==> src/rtl/rxpat_pkg.sv <==
package rxpat_pkg;

  typedef enum logic [1:0] {
    RX_IDLE  = 2'd0,
    RX_START = 2'd1,
    RX_DATA  = 2'd2,
    RX_STOP  = 2'd3
  } rx_state_e;

  // Cycles from the start-bit edge to its middle; never below one.
  function automatic int unsigned half_bit(input int unsigned div);
    int unsigned h;
    h = div >> 1;
    return (h == 0) ? 1 : h;
  endfunction

  // A zero length behaves as a single character.
  function automatic int unsigned eff_len(input int unsigned len);
    return (len == 0) ? 1 : len;
  endfunction

endpackage

==> src/rtl/rxpat_deser.sv <==
module rxpat_deser
  import rxpat_pkg::*;
#(
  parameter int DIV_W = 16
) (
  input  logic             clk,
  input  logic             rst_n,
  input  logic             rx_i,
  input  logic [DIV_W-1:0] div_i,
  output logic             start_evt_o,
  output logic             end_evt_o,
  output logic             frame_done_o,
  output logic             frame_ok_o,
  output logic [7:0]       byte_o
);

  logic             rx_m, rx_s, rx_d;
  rx_state_e        state;
  logic [DIV_W-1:0] cnt;
  logic [2:0]       bit_idx;
  logic [7:0]       shift;
  logic             fall;
  logic             glitch;

  always_ff @(posedge clk or negedge rst_n) begin
    if (!rst_n) begin
      rx_m <= 1'b1;
      rx_s <= 1'b1;
      rx_d <= 1'b1;
    end else begin
      rx_m <= rx_i;
      rx_s <= rx_m;
      rx_d <= rx_s;
    end
  end

  assign fall         = rx_d & ~rx_s;
  assign start_evt_o  = (state == RX_IDLE) && fall;
  assign glitch       = (state == RX_START) && (cnt == '0) && rx_s;
  assign frame_done_o = (state == RX_STOP) && (cnt == '0);
  assign frame_ok_o   = rx_s;
  assign end_evt_o    = frame_done_o || glitch;
  assign byte_o       = shift;

  always_ff @(posedge clk or negedge rst_n) begin
    if (!rst_n) begin
      state   <= RX_IDLE;
      cnt     <= '0;
      bit_idx <= '0;
      shift   <= '0;
    end else begin
      case (state)
        RX_IDLE: begin
          if (fall) begin
            state <= RX_START;
            cnt   <= DIV_W'(half_bit(int'(div_i)) - 1);
          end
        end
        RX_START: begin
          if (cnt != '0) cnt <= cnt - 1'b1;
          else if (rx_s) state <= RX_IDLE;
          else begin
            state   <= RX_DATA;
            cnt     <= div_i - 1'b1;
            bit_idx <= '0;
          end
        end
        RX_DATA: begin
          if (cnt != '0) cnt <= cnt - 1'b1;
          else begin
            shift   <= {rx_s, shift[7:1]};
            cnt     <= div_i - 1'b1;
            bit_idx <= bit_idx + 1'b1;
            if (bit_idx == 3'd7) state <= RX_STOP;
          end
        end
        default: begin
          if (cnt != '0) cnt <= cnt - 1'b1;
          else state <= RX_IDLE;
        end
      endcase
    end
  end

  // a start bit found high at mid-bit returns the receiver to idle
  assert_glitch_drops_R2: assert property (@(posedge clk) disable iff (!rst_n)
    glitch |=> (state == RX_IDLE));

  // a completed frame is always followed by the idle state
  assert_stop_to_idle_R1: assert property (@(posedge clk) disable iff (!rst_n)
    frame_done_o |=> (state == RX_IDLE));

endmodule

==> src/rtl/rxpat_idle_timer.sv <==
module rxpat_idle_timer #(
  parameter int CNT_W = 24
) (
  input  logic             clk,
  input  logic             rst_n,
  input  logic             start_evt_i,
  input  logic             end_evt_i,
  input  logic [CNT_W-1:0] pre_idle_i,
  input  logic [CNT_W-1:0] gap_max_i,
  output logic             busy_o,
  output logic [CNT_W-1:0] idle_o,
  output logic             pre_ok_o,
  output logic             gap_ok_o
);

  localparam logic [CNT_W-1:0] CNT_MAX = '1;

  always_ff @(posedge clk or negedge rst_n) begin
    if (!rst_n) begin
      busy_o   <= 1'b0;
      idle_o   <= '0;
      pre_ok_o <= 1'b0;
      gap_ok_o <= 1'b0;
    end else if (start_evt_i) begin
      busy_o   <= 1'b1;
      idle_o   <= '0;
      pre_ok_o <= (idle_o >= pre_idle_i);
      gap_ok_o <= (idle_o < gap_max_i);
    end else if (end_evt_i) begin
      busy_o <= 1'b0;
      idle_o <= '0;
    end else if (!busy_o && idle_o != CNT_MAX) begin
      idle_o <= idle_o + 1'b1;
    end
  end

  // a saturated count stays put while the line remains quiet
  assert_idle_no_wrap_R4: assert property (@(posedge clk) disable iff (!rst_n)
    (idle_o == CNT_MAX && !start_evt_i && !end_evt_i) |=> (idle_o == CNT_MAX));

  // the count never advances during a character
  assert_idle_frozen_busy_R4: assert property (@(posedge clk) disable iff (!rst_n)
    (busy_o && !end_evt_i && !start_evt_i) |=> $stable(idle_o));

endmodule

==> src/rtl/rxpat_run_qual.sv <==
module rxpat_run_qual
  import rxpat_pkg::*;
#(
  parameter int CNT_W = 24,
  parameter int RUN_W = 8
) (
  input  logic             clk,
  input  logic             rst_n,
  input  logic             frame_done_i,
  input  logic             frame_ok_i,
  input  logic [7:0]       byte_i,
  input  logic [7:0]       pat_i,
  input  logic [RUN_W-1:0] run_len_i,
  input  logic             start_evt_i,
  input  logic             busy_i,
  input  logic [CNT_W-1:0] idle_i,
  input  logic             pre_ok_i,
  input  logic             gap_ok_i,
  input  logic [CNT_W-1:0] post_idle_i,
  output logic [RUN_W-1:0] run_cnt_o,
  output logic             detect_o
);

  localparam logic [RUN_W-1:0] RUN_MAX = '1;

  logic             pending;
  logic             fire;
  logic             is_pat;
  logic [RUN_W-1:0] next_run;
  logic [RUN_W-1:0] need;

  assign need   = RUN_W'(eff_len(int'(run_len_i)));
  assign is_pat = (byte_i == pat_i);
  assign fire   = pending && !busy_i && !start_evt_i && (idle_i >= post_idle_i);

  always_comb begin
    if (run_cnt_o != '0 && gap_ok_i)
      next_run = (run_cnt_o == RUN_MAX) ? RUN_MAX : run_cnt_o + 1'b1;
    else
      next_run = pre_ok_i ? RUN_W'(1) : '0;
  end

  always_ff @(posedge clk or negedge rst_n) begin
    if (!rst_n) begin
      run_cnt_o <= '0;
      pending   <= 1'b0;
      detect_o  <= 1'b0;
    end else begin
      detect_o <= fire;
      if (frame_done_i) begin
        if (frame_ok_i && is_pat) begin
          run_cnt_o <= next_run;
          pending   <= (next_run == need);
        end else begin
          run_cnt_o <= '0;
          pending   <= 1'b0;
        end
      end else if (start_evt_i) begin
        pending <= 1'b0;
      end else if (fire) begin
        pending   <= 1'b0;
        run_cnt_o <= '0;
      end
    end
  end

  // a framing error empties the run
  assert_ferr_clears_R3: assert property (@(posedge clk) disable iff (!rst_n)
    (frame_done_i && !frame_ok_i) |=> (run_cnt_o == '0));

  // a good non-pattern character empties the run
  assert_other_clears_R9: assert property (@(posedge clk) disable iff (!rst_n)
    (frame_done_i && frame_ok_i && !is_pat) |=> (run_cnt_o == '0));

  // a detection only follows a quiet line
  assert_detect_quiet_R8: assert property (@(posedge clk) disable iff (!rst_n)
    $rose(detect_o) |-> $past(!busy_i));

  // detection lasts one cycle
  assert_detect_one_cycle_R10: assert property (@(posedge clk) disable iff (!rst_n)
    detect_o |=> !detect_o);

endmodule

==> src/rtl/rxpat_top.sv <==
module rxpat_top #(
  parameter int DIV_W = 16,
  parameter int CNT_W = 24,
  parameter int RUN_W = 8
) (
  input  logic             clk,
  input  logic             rst_n,
  input  logic             rx_i,
  input  logic [DIV_W-1:0] baud_div_i,
  input  logic [7:0]       pat_byte_i,
  input  logic [RUN_W-1:0] run_len_i,
  input  logic [CNT_W-1:0] pre_idle_i,
  input  logic [CNT_W-1:0] post_idle_i,
  input  logic [CNT_W-1:0] gap_max_i,
  output logic [7:0]       rx_data_o,
  output logic             rx_valid_o,
  output logic             detect_o
);

  logic             start_evt, end_evt, frame_done, frame_ok;
  logic [7:0]       rx_byte;
  logic             busy, pre_ok, gap_ok;
  logic [CNT_W-1:0] idle_cnt;
  logic [RUN_W-1:0] run_cnt;

  rxpat_deser #(.DIV_W(DIV_W)) u_deser (
    .clk          (clk),
    .rst_n        (rst_n),
    .rx_i         (rx_i),
    .div_i        (baud_div_i),
    .start_evt_o  (start_evt),
    .end_evt_o    (end_evt),
    .frame_done_o (frame_done),
    .frame_ok_o   (frame_ok),
    .byte_o       (rx_byte)
  );

  rxpat_idle_timer #(.CNT_W(CNT_W)) u_timer (
    .clk         (clk),
    .rst_n       (rst_n),
    .start_evt_i (start_evt),
    .end_evt_i   (end_evt),
    .pre_idle_i  (pre_idle_i),
    .gap_max_i   (gap_max_i),
    .busy_o      (busy),
    .idle_o      (idle_cnt),
    .pre_ok_o    (pre_ok),
    .gap_ok_o    (gap_ok)
  );

  rxpat_run_qual #(.CNT_W(CNT_W), .RUN_W(RUN_W)) u_qual (
    .clk          (clk),
    .rst_n        (rst_n),
    .frame_done_i (frame_done),
    .frame_ok_i   (frame_ok),
    .byte_i       (rx_byte),
    .pat_i        (pat_byte_i),
    .run_len_i    (run_len_i),
    .start_evt_i  (start_evt),
    .busy_i       (busy),
    .idle_i       (idle_cnt),
    .pre_ok_i     (pre_ok),
    .gap_ok_i     (gap_ok),
    .post_idle_i  (post_idle_i),
    .run_cnt_o    (run_cnt),
    .detect_o     (detect_o)
  );

  always_ff @(posedge clk or negedge rst_n) begin
    if (!rst_n) begin
      rx_valid_o <= 1'b0;
      rx_data_o  <= '0;
    end else begin
      rx_valid_o <= frame_done && frame_ok;
      if (frame_done && frame_ok) rx_data_o <= rx_byte;
    end
  end

  // the byte strobe is a single-cycle pulse
  assert_valid_pulse_R1: assert property (@(posedge clk) disable iff (!rst_n)
    rx_valid_o |=> !rx_valid_o);

  // a bad stop bit never yields a byte strobe
  assert_ferr_no_valid_R3: assert property (@(posedge clk) disable iff (!rst_n)
    (frame_done && !frame_ok) |=> !rx_valid_o);

endmodule

==> config.mk <==
export PLATFORM = sky130hd
export DESIGN_NAME = rxpat_top
export DESIGN_NICKNAME = d
export VERILOG_FILES = /design/src/rtl/rxpat_pkg.sv /design/src/rtl/rxpat_deser.sv /design/src/rtl/rxpat_idle_timer.sv /design/src/rtl/rxpat_run_qual.sv /design/src/rtl/rxpat_top.sv
export SDC_FILE = /design/constraint.sdc
export NUM_CORES = 1
export LEC_CHECK = 0
export ABC_AREA = 1
export BUFFER_PORTS_ARGS = -buffer_cell sky130_fd_sc_hd__buf_4
export CORE_MARGIN = 4
export CORE_UTILIZATION = 30
export CTS_BUF_LIST = sky130_fd_sc_hd__clkbuf_16
export DETAILED_ROUTE_END_ITERATION = 7
export PLACE_DENSITY = 0.53
export SKIP_LAST_GASP = 1
export SYNTH_ARGS = -nofsm -noshare
export SYNTH_HDL_FRONTEND = slang
export SYNTH_SLANG_ARGS = --single-unit
==> constraint.sdc <==
create_clock -name clk -period 3.6 [get_ports clk]
set_input_delay 0.54 -clock clk [delete_from_list [all_inputs] [get_ports clk]]
set_output_delay 0.54 -clock clk [all_outputs]
set_load 0.05 [all_outputs]
==> results of run 1 <==
## metal layers
layer	vias up	part of all wire [%]	GRT usage, %
met3	14	3.9	2.04
li1	3973	-	-
met1	3327	49	20.9
met4	0	1.1	3.66
met2	145	46	24.8
met5	-	0	0
## power groups by stage
stage | Combinational [mW] | Sequential [mW] | Clock [mW]
final | 1.74 | 1.18 | 0.998
after global routing | 1.99 | 1.21 | 1.06
after CTS | 1.75 | 1.19 | 1.02
after detailed placement | 1.74 | 1.20 | 0
after global placement | 1.72 | 1.20 | 0
after floorplan | 1.30 | 1.15 | 0
## kinds of logic after synthesis
kind of cell,after synthesis
simple gates,599
buf+inv,220
compound gates,151
fa+ha+maj,86
flops,78
xor+xnor,35
## registers in the layout, summed over array words and instances (netlist names)
register	count
u_timer.busy_o	1
u_deser.cnt	16
u_timer.gap_ok_o	1
u_qual.pending	1
u_deser.bit_idx	3
u_deser.frame_ok_o	1
u_timer.idle_o	24
u_deser.rx_d	1
rx_data_o	8
u_timer.pre_ok_o	1
u_deser.state	2
rx_valid_o	1
u_qual.run_cnt_o	8
u_deser.rx_m	1
u_qual.detect_o	1
u_deser.byte_o	8
## cells in the final DEF (no fill, tap or decap), drive strengths merged
cell / Yosys / routed
xnor2: 5 / 5
o21bai: 4 / 4
clkinv: 0 / 3
a21boi: 1 / 1
nor4: 1 / 1
and3: 1 / 1
nand4: 32 / 32
ha: 86 / 86
nand2: 315 / 315
o21a: 4 / 4
buf: 10 / 119
o31ai: 1 / 1
nor2: 135 / 135
or2: 2 / 2
clkbuf: 7 / 9
xor2: 30 / 30
bufinv: 0 / 2
o211ai: 5 / 5
nor3: 17 / 17
a31oi: 5 / 5
nand3: 95 / 95
a21oi: 62 / 62
o21ai: 69 / 69
inv: 203 / 205
dfstp: 3 / 3
nor3b: 1 / 1
dfrtp: 75 / 75
## layout make-up
type | count | area [um2]
Fill cell | 2708 | 15400
Clock buffer | 9 | 225
Multi-Input combinational cell | 871 | 4760
Timing Repair Buffer | 119 | 893
Sequential cell | 78 | 1960
Inverter | 203 | 764
Tap cell | 324 | 405
Clock inverter | 7 | 95.1
## worst register-to-register path: stages, from the launching register on
cell and delay [ns]:
dfrtp_1 0.43, inv_1 0.13, ha_1 0.45, inv_2 0.17, nor3_1 0.60, inv_2 0.20, nand2_2 0.32, inv_2 0.19
nand2_1 0.12, o21ai_0 0.08
## stage by stage
stage | setup WS, ns | std cells
floorplan | 1.65 | 1169
global placement | 0.948 | 1595
detailed placement | 0.844 | 1595
CTS | 0.826 | 1611
global route | 0.544 | 1611
finish | 0.808 | 1611
## Yosys cell counts, types with 3 or more instances
| library cell | count | area [um2] |
|---|---|---|
| inv_2 | 6 | 22.5 |
| o21bai_1 | 4 | 30.0 |
| nor3_1 | 15 | 75.1 |
| a31oi_1 | 4 | 25.0 |
| dfrtp_1 | 75 | 1880 |
| nand2_2 | 4 | 25.0 |
| nand2_1 | 309 | 1160 |
| o211ai_1 | 5 | 37.5 |
| inv_1 | 196 | 736 |
| nand4_1 | 32 | 200 |
| o21ai_0 | 64 | 320 |
| o21ai_1 | 5 | 25.0 |
| nand3_1 | 94 | 470 |
| dfstp_2 | 3 | 78.8 |
| a21oi_1 | 62 | 310 |
| xnor2_1 | 5 | 43.8 |
| o21a_1 | 4 | 30.0 |
| nor2_1 | 127 | 477 |
| buf_2 | 7 | 35.0 |
| clkbuf_1 | 7 | 26.3 |
| ha_1 | 86 | 1080 |
| nor2_2 | 6 | 37.5 |
| xor2_1 | 30 | 263 |
## worst max-delay path by stage
stage                                                 to                          from  slack (ns)
final                     u_timer.idle_o[14]$_DFFE_PN0P_  u_deser.state[0]$_DFFE_PN0P_        0.81
after global routing      u_timer.idle_o[14]$_DFFE_PN0P_  u_deser.state[0]$_DFFE_PN0P_        0.54
after CTS                 u_timer.idle_o[14]$_DFFE_PN0P_  u_deser.state[0]$_DFFE_PN0P_        0.83
after detailed placement  u_timer.idle_o[14]$_DFFE_PN0P_  u_deser.state[0]$_DFFE_PN0P_        0.84
after global placement    u_timer.idle_o[10]$_DFFE_PN0P_  u_deser.state[0]$_DFFE_PN0P_        0.95
after floorplan              u_deser.cnt[12]$_DFFE_PN0P_                 baud_div_i[3]        1.65
==> impl_metrics.json, run 1 <==
{
  "ctsHoldBuffers": 0,
  "stdcell_area_mm2": 0.00909,
  "total_power_mw": 3.93,
  "worst-setup-path-type": "flip-flop to flip-flop",
  "antenna_found_initial": 0,
  "clockPowerShare_pct": 25.4,
  "cts_sinks": 78,
  "cp.arrival_ns": 3.02,
  "critPathBufInv": 4,
  "syn_area_mm2": 0.00757,
  "required_ns": 3.82,
  "wl_um": 21200,
  "powerDensity_mw_per_mm2": 432,
  "antenna_left": 0,
  "die_area_mm2": 0.0278,
  "r2r-end": "u_timer.idle_o[14]$_DFFE_PN0P_",
  "die_x_um": 167,
  "ff2ff_setup_slack_ns": 0.81,
  "synth_mux_area_share_pct": 0,
  "synth-seq-area-share_pct": 25.8,
  "hold_class": "primary input to asynchronous set/reset pin",
  "cts_tree": "done",
  "rows": 57,
  "initial_core_util_pct": 30.8,
  "post-route-drc-count": 0,
  "holdWs_ns": 0.181,
  "synth-compound-area-share_pct": 10.8,
  "finish.utilization_pct": 37.1,
  "crit_cells": 9,
  "clk_pin_slew_worst_paths_ns": 0.07,
  "grt_start_max_net_pins": 36,
  "insertion_delay_ns": 0.35,
  "ys_warn_count": 0,
  "async_reset_ff_share_pct": 100,
  "p_int_mw": 2.25,
  "antenna_cells": 0,
  "drive_gt1_share_pct": 12.8,
  "yosys_register_bits": 78,
  "synth-main-ff-cell": "dfrtp_1",
  "cts-root-buf": "clkbuf_16",
  "post_cts_resize_count": 0,
  "num_vias": 7459,
  "wire_per_inst_um": 13.1,
  "syn_avg_cell_area_um2": 6.47,
  "cts_setup_buffers": 0,
  "cap_viol_max_count": 0,
  "numCtsBuffers": 9,
  "synth_top_family_by_area": "simple AND/OR/NAND/NOR gates",
  "syn-num-nets": 1362,
  "rr_worst_depth": 9,
  "h-tree-depth": 3,
  "r2r_start": "u_deser.state[0]$_DFFE_PN0P_",
  "period_needed_ns": 2.79,
  "slew_headroom_pct": 54.4,
  "grt.total_usage_pct": 15.1,
  "power.leakage_nw": 4.94,
  "startpoint_type": "flip-flop",
  "place_congestion": 0.879,
  "yosysUniqueCellTypes": 37,
  "critPathTopFamily": "simple AND/OR/NAND/NOR gates",
  "nets": 1475,
  "cp_max_fo": 13,
  "grt_pass1_vias": 7157,
  "swShare_pct": 42.7,
  "grt_overflow": 0,
  "dpl_cell_area_mm2": 0.00877,
  "cts_buffer_depth": 2,
  "io_pins": 117,
  "fmax_ghz": 0.358,
  "routed_via_density": 4.63,
  "ir_drop_mv": 0.325,
  "die_h_um": 167,
  "synthAdderAreaFrac_pct": 14.2,
  "end_kind": "flip-flop",
  "hold_viol": 0,
  "outcome": "finished clean",
  "tightestPinTransition_ns": 0.679,
  "critPathSlowestCell": "nor3_1",
  "numPortBuffers": 116,
  "firstDrtPassIters": 5,
  "combinationalPowerShare_pct": 44.4,
  "grt_pass1_wl_um": 35100,
  "skew_ns": 0.00923,
  "grt_setup_unrepaired": "no",
  "slew_viol_final": 0,
  "crit_path_frequent_cell": "inv_2",
  "fin_crit_sh_pct": 77.6,
  "core_mm2": 0.0245,
  "setup_viol": 0,
  "dp_hpwl_um": 16900,
  "seqPwrFrac_pct": 30.2,
  "drt_iter0_drc": 378,
  "syn_to_final_growth_pct": 20.2,
  "slowest_delay_ns": 0.60,
  "synth_xor_area_share_pct": 4.05,
  "synthSimpleGateAreaFrac_pct": 33.8,
  "synth_edf_count": 0,
  "p_sw_mw": 1.68,
  "final.setup.tns_ns": 0,
  "worstPathCellList": "inv_1 > ha_1 > inv_2 > nor3_1 > inv_2 > nand2_2 > inv_2 > nand2_1 > o21ai_0",
  "syn_inst": 1169
}
Power figures use the tool's default switching activity.
==> run 2, diff against run 1 <==
- PLACE_DENSITY: 0.53 -> 0.54
- clock period: 3.6 -> 2.5 ns (I/O delays scaled with it)
==> run 2 against run 1 <==
  * Largest cell class unchanged
  * Final cell count grew 0.37%
  * Critical path depth up 1
  * Non-clock buffer count up 6
  * Global-route usage increased by 0.14 points
  * Count of clock-buffer cells in the layout is the same
  * Critical path type unchanged
  * Register-to-register slack got worse by 0.47 ns
  * Maximum frequency is 29% higher
==> impl_metrics.json, run 2 (synthesized netlist as in run 1, its figures left out) <==
{
  "slew_viol_final": 0,
  "clk_pin_slew_worst_paths_ns": 0.06,
  "cts_sinks": 78,
  "top_layer_used": "met4",
  "met3_length_um": 856,
  "grt_overflow": 0,
  "insertion_delay_ns": 0.34,
  "nets": 1481,
  "drive_gt1_share_pct": 13.2,
  "num_vias": 7496,
  "cap_viol_max_count": 0,
  "holdWs_ns": 0.00957,
  "cts_tree": "done",
  "instances_no_fill": 1617,
  "stdcell_area_mm2": 0.00915,
  "required_ns": 2.78,
  "dpl_worst_slack_ns": 0.278,
  "rows": 57,
  "numPortBuffers": 116,
  "cp.arrival_ns": 2.45,
  "slew_headroom_pct": 55.7,
  "final_cell_mix": "nand2_1, inv_1, nor2_1",
  "numCtsBuffers": 9,
  "ir_drop_mv": 0.332,
  "skew_ns": 0.00919,
  "finish.utilization_pct": 37.3,
  "cp_max_fo": 10,
  "startpoint_type": "flip-flop",
  "multi_input_area_mm2": 0.00476,
  "worst-setup-path-type": "flip-flop to flip-flop",
  "cts_buffer_depth": 2,
  "grt.total_usage_pct": 15.2,
  "largest_register": "u_timer.idle_o",
  "outcome": "finished clean",
  "h-tree-depth": 3,
  "post_cts_resize_count": 0,
  "io_pins": 117,
  "finalWorstSetupSlack_ns": 0.335,
  "reg_top3": "u_timer.idle_o (24), u_deser.cnt (16)",
  "tightestPinTransition_ns": 0.660,
  "fmax_ghz": 0.462,
  "total_power_mw": 5.70,
  "placed_cells": 1601,
  "m1WireLength_um": 10000,
  "hold_viol": 0,
  "end_kind": "flip-flop",
  "grt_setup_unrepaired": "no",
  "period_needed_ns": 2.16,
  "grt_pass1_wl_um": 35700,
  "die_x_um": 167,
  "setup_viol": 0,
  "ctsHoldBuffers": 0,
  "fillers": 2686,
  "final-seq-area_mm2": 0.00196,
  "antenna_cells": 0,
  "final.setup.tns_ns": 0,
  "drt_iter0_drc": 367,
  "antenna_found_initial": 0,
  "power.leakage_nw": 4.97,
  "wl_um": 20900,
  "cts-root-buf": "clkbuf_16",
  "grt_start_max_net_pins": 43,
  "wire_per_inst_um": 13.0,
  "hold_class": "primary input to asynchronous set/reset pin",
  "dpl_cell_area_mm2": 0.00883,
  "wl_met2_um": 9730,
  "antenna_left": 0,
  "syn_to_final_growth_pct": 20.9,
  "grt_pass1_vias": 7468,
  "final_common_cell": "nand2_1",
  "die_area_mm2": 0.0278,
  "place_congestion": 0.862,
  "largest_register_ffs": 24,
  "routed_via_density": 4.64,
  "die_h_um": 167,
  "dp_hpwl_um": 16700,
  "initial_core_util_pct": 30.8,
  "fin_crit_sh_pct": 86.6,
  "post-route-drc-count": 0,
  "core_mm2": 0.0245,
  "firstDrtPassIters": 4,
  "powerDensity_mw_per_mm2": 624,
  "cts_setup_buffers": 0
}
==> run 2: final timing paths <==
path / start / end / slack [ns] / cells after the start
setup / recovery: u_deser.state[0]$_DFFE_PN0P_ / u_qual.run_cnt_o[6]$_DFFE_PN0P_ / 0.34 / 10
min in group clk: rx_i / u_deser.rx_m$_DFF_PN1_ / 0.15 / 1
hold / removal: rst_n / rx_data_o[0]$_DFFE_PN0P_ / 0.01 / 1
max in group asynchronous: rst_n / u_deser.cnt[5]$_DFFE_PN0P_ / 1.87 / 2
setup reg to reg: u_deser.state[0]$_DFFE_PN0P_ / u_qual.run_cnt_o[6]$_DFFE_PN0P_ / 0.34 / 10
hold reg to reg: u_deser.rx_m$_DFF_PN1_ / u_deser.frame_ok_o$_DFF_PN1_ / 0.36 / 0
==> run 2: power breakdown <==
| part | total, mW | internal, mW | switching (mW) |
|---|---|---|---|
| logic | 2.57 | 0.945 | 1.63 |
| clock network | 1.43 | 0.870 | 0.555 |
| registers | 1.71 | 1.47 | 0.239 |
==> run 2: final cells by class <==
cell class	instances	area share, %
clock inverters	7	0.985
clock buffers	9	2.46
inverters	203	8.36
flip-flops and latches	78	21.4
well taps	324	4.43
repair buffers	125	10.4
multi-input cells	871	52.0
==> run 2: metal layers <==
| metal | track usage [%] | vias to the layer above |
|---|---|---|
| met3 | 1.83 | 22 |
| met4 | 4.02 | 0 |
| met2 | 25.8 | 153 |
| li1 | - | 3989 |
| met1 | 20.5 | 3332 |
| met5 | 0 | - |
==> run 2: worst max-delay path, stage by stage (launching register included) <==
cell     delay [ns]
dfrtp_1        0.43
inv_1          0.12
ha_1           0.24
inv_2          0.13
nor3_1         0.38
inv_2          0.17
nand3_1        0.11
inv_1          0.04
nand2_1        0.27
nand3_1        0.12
nand2_1        0.09
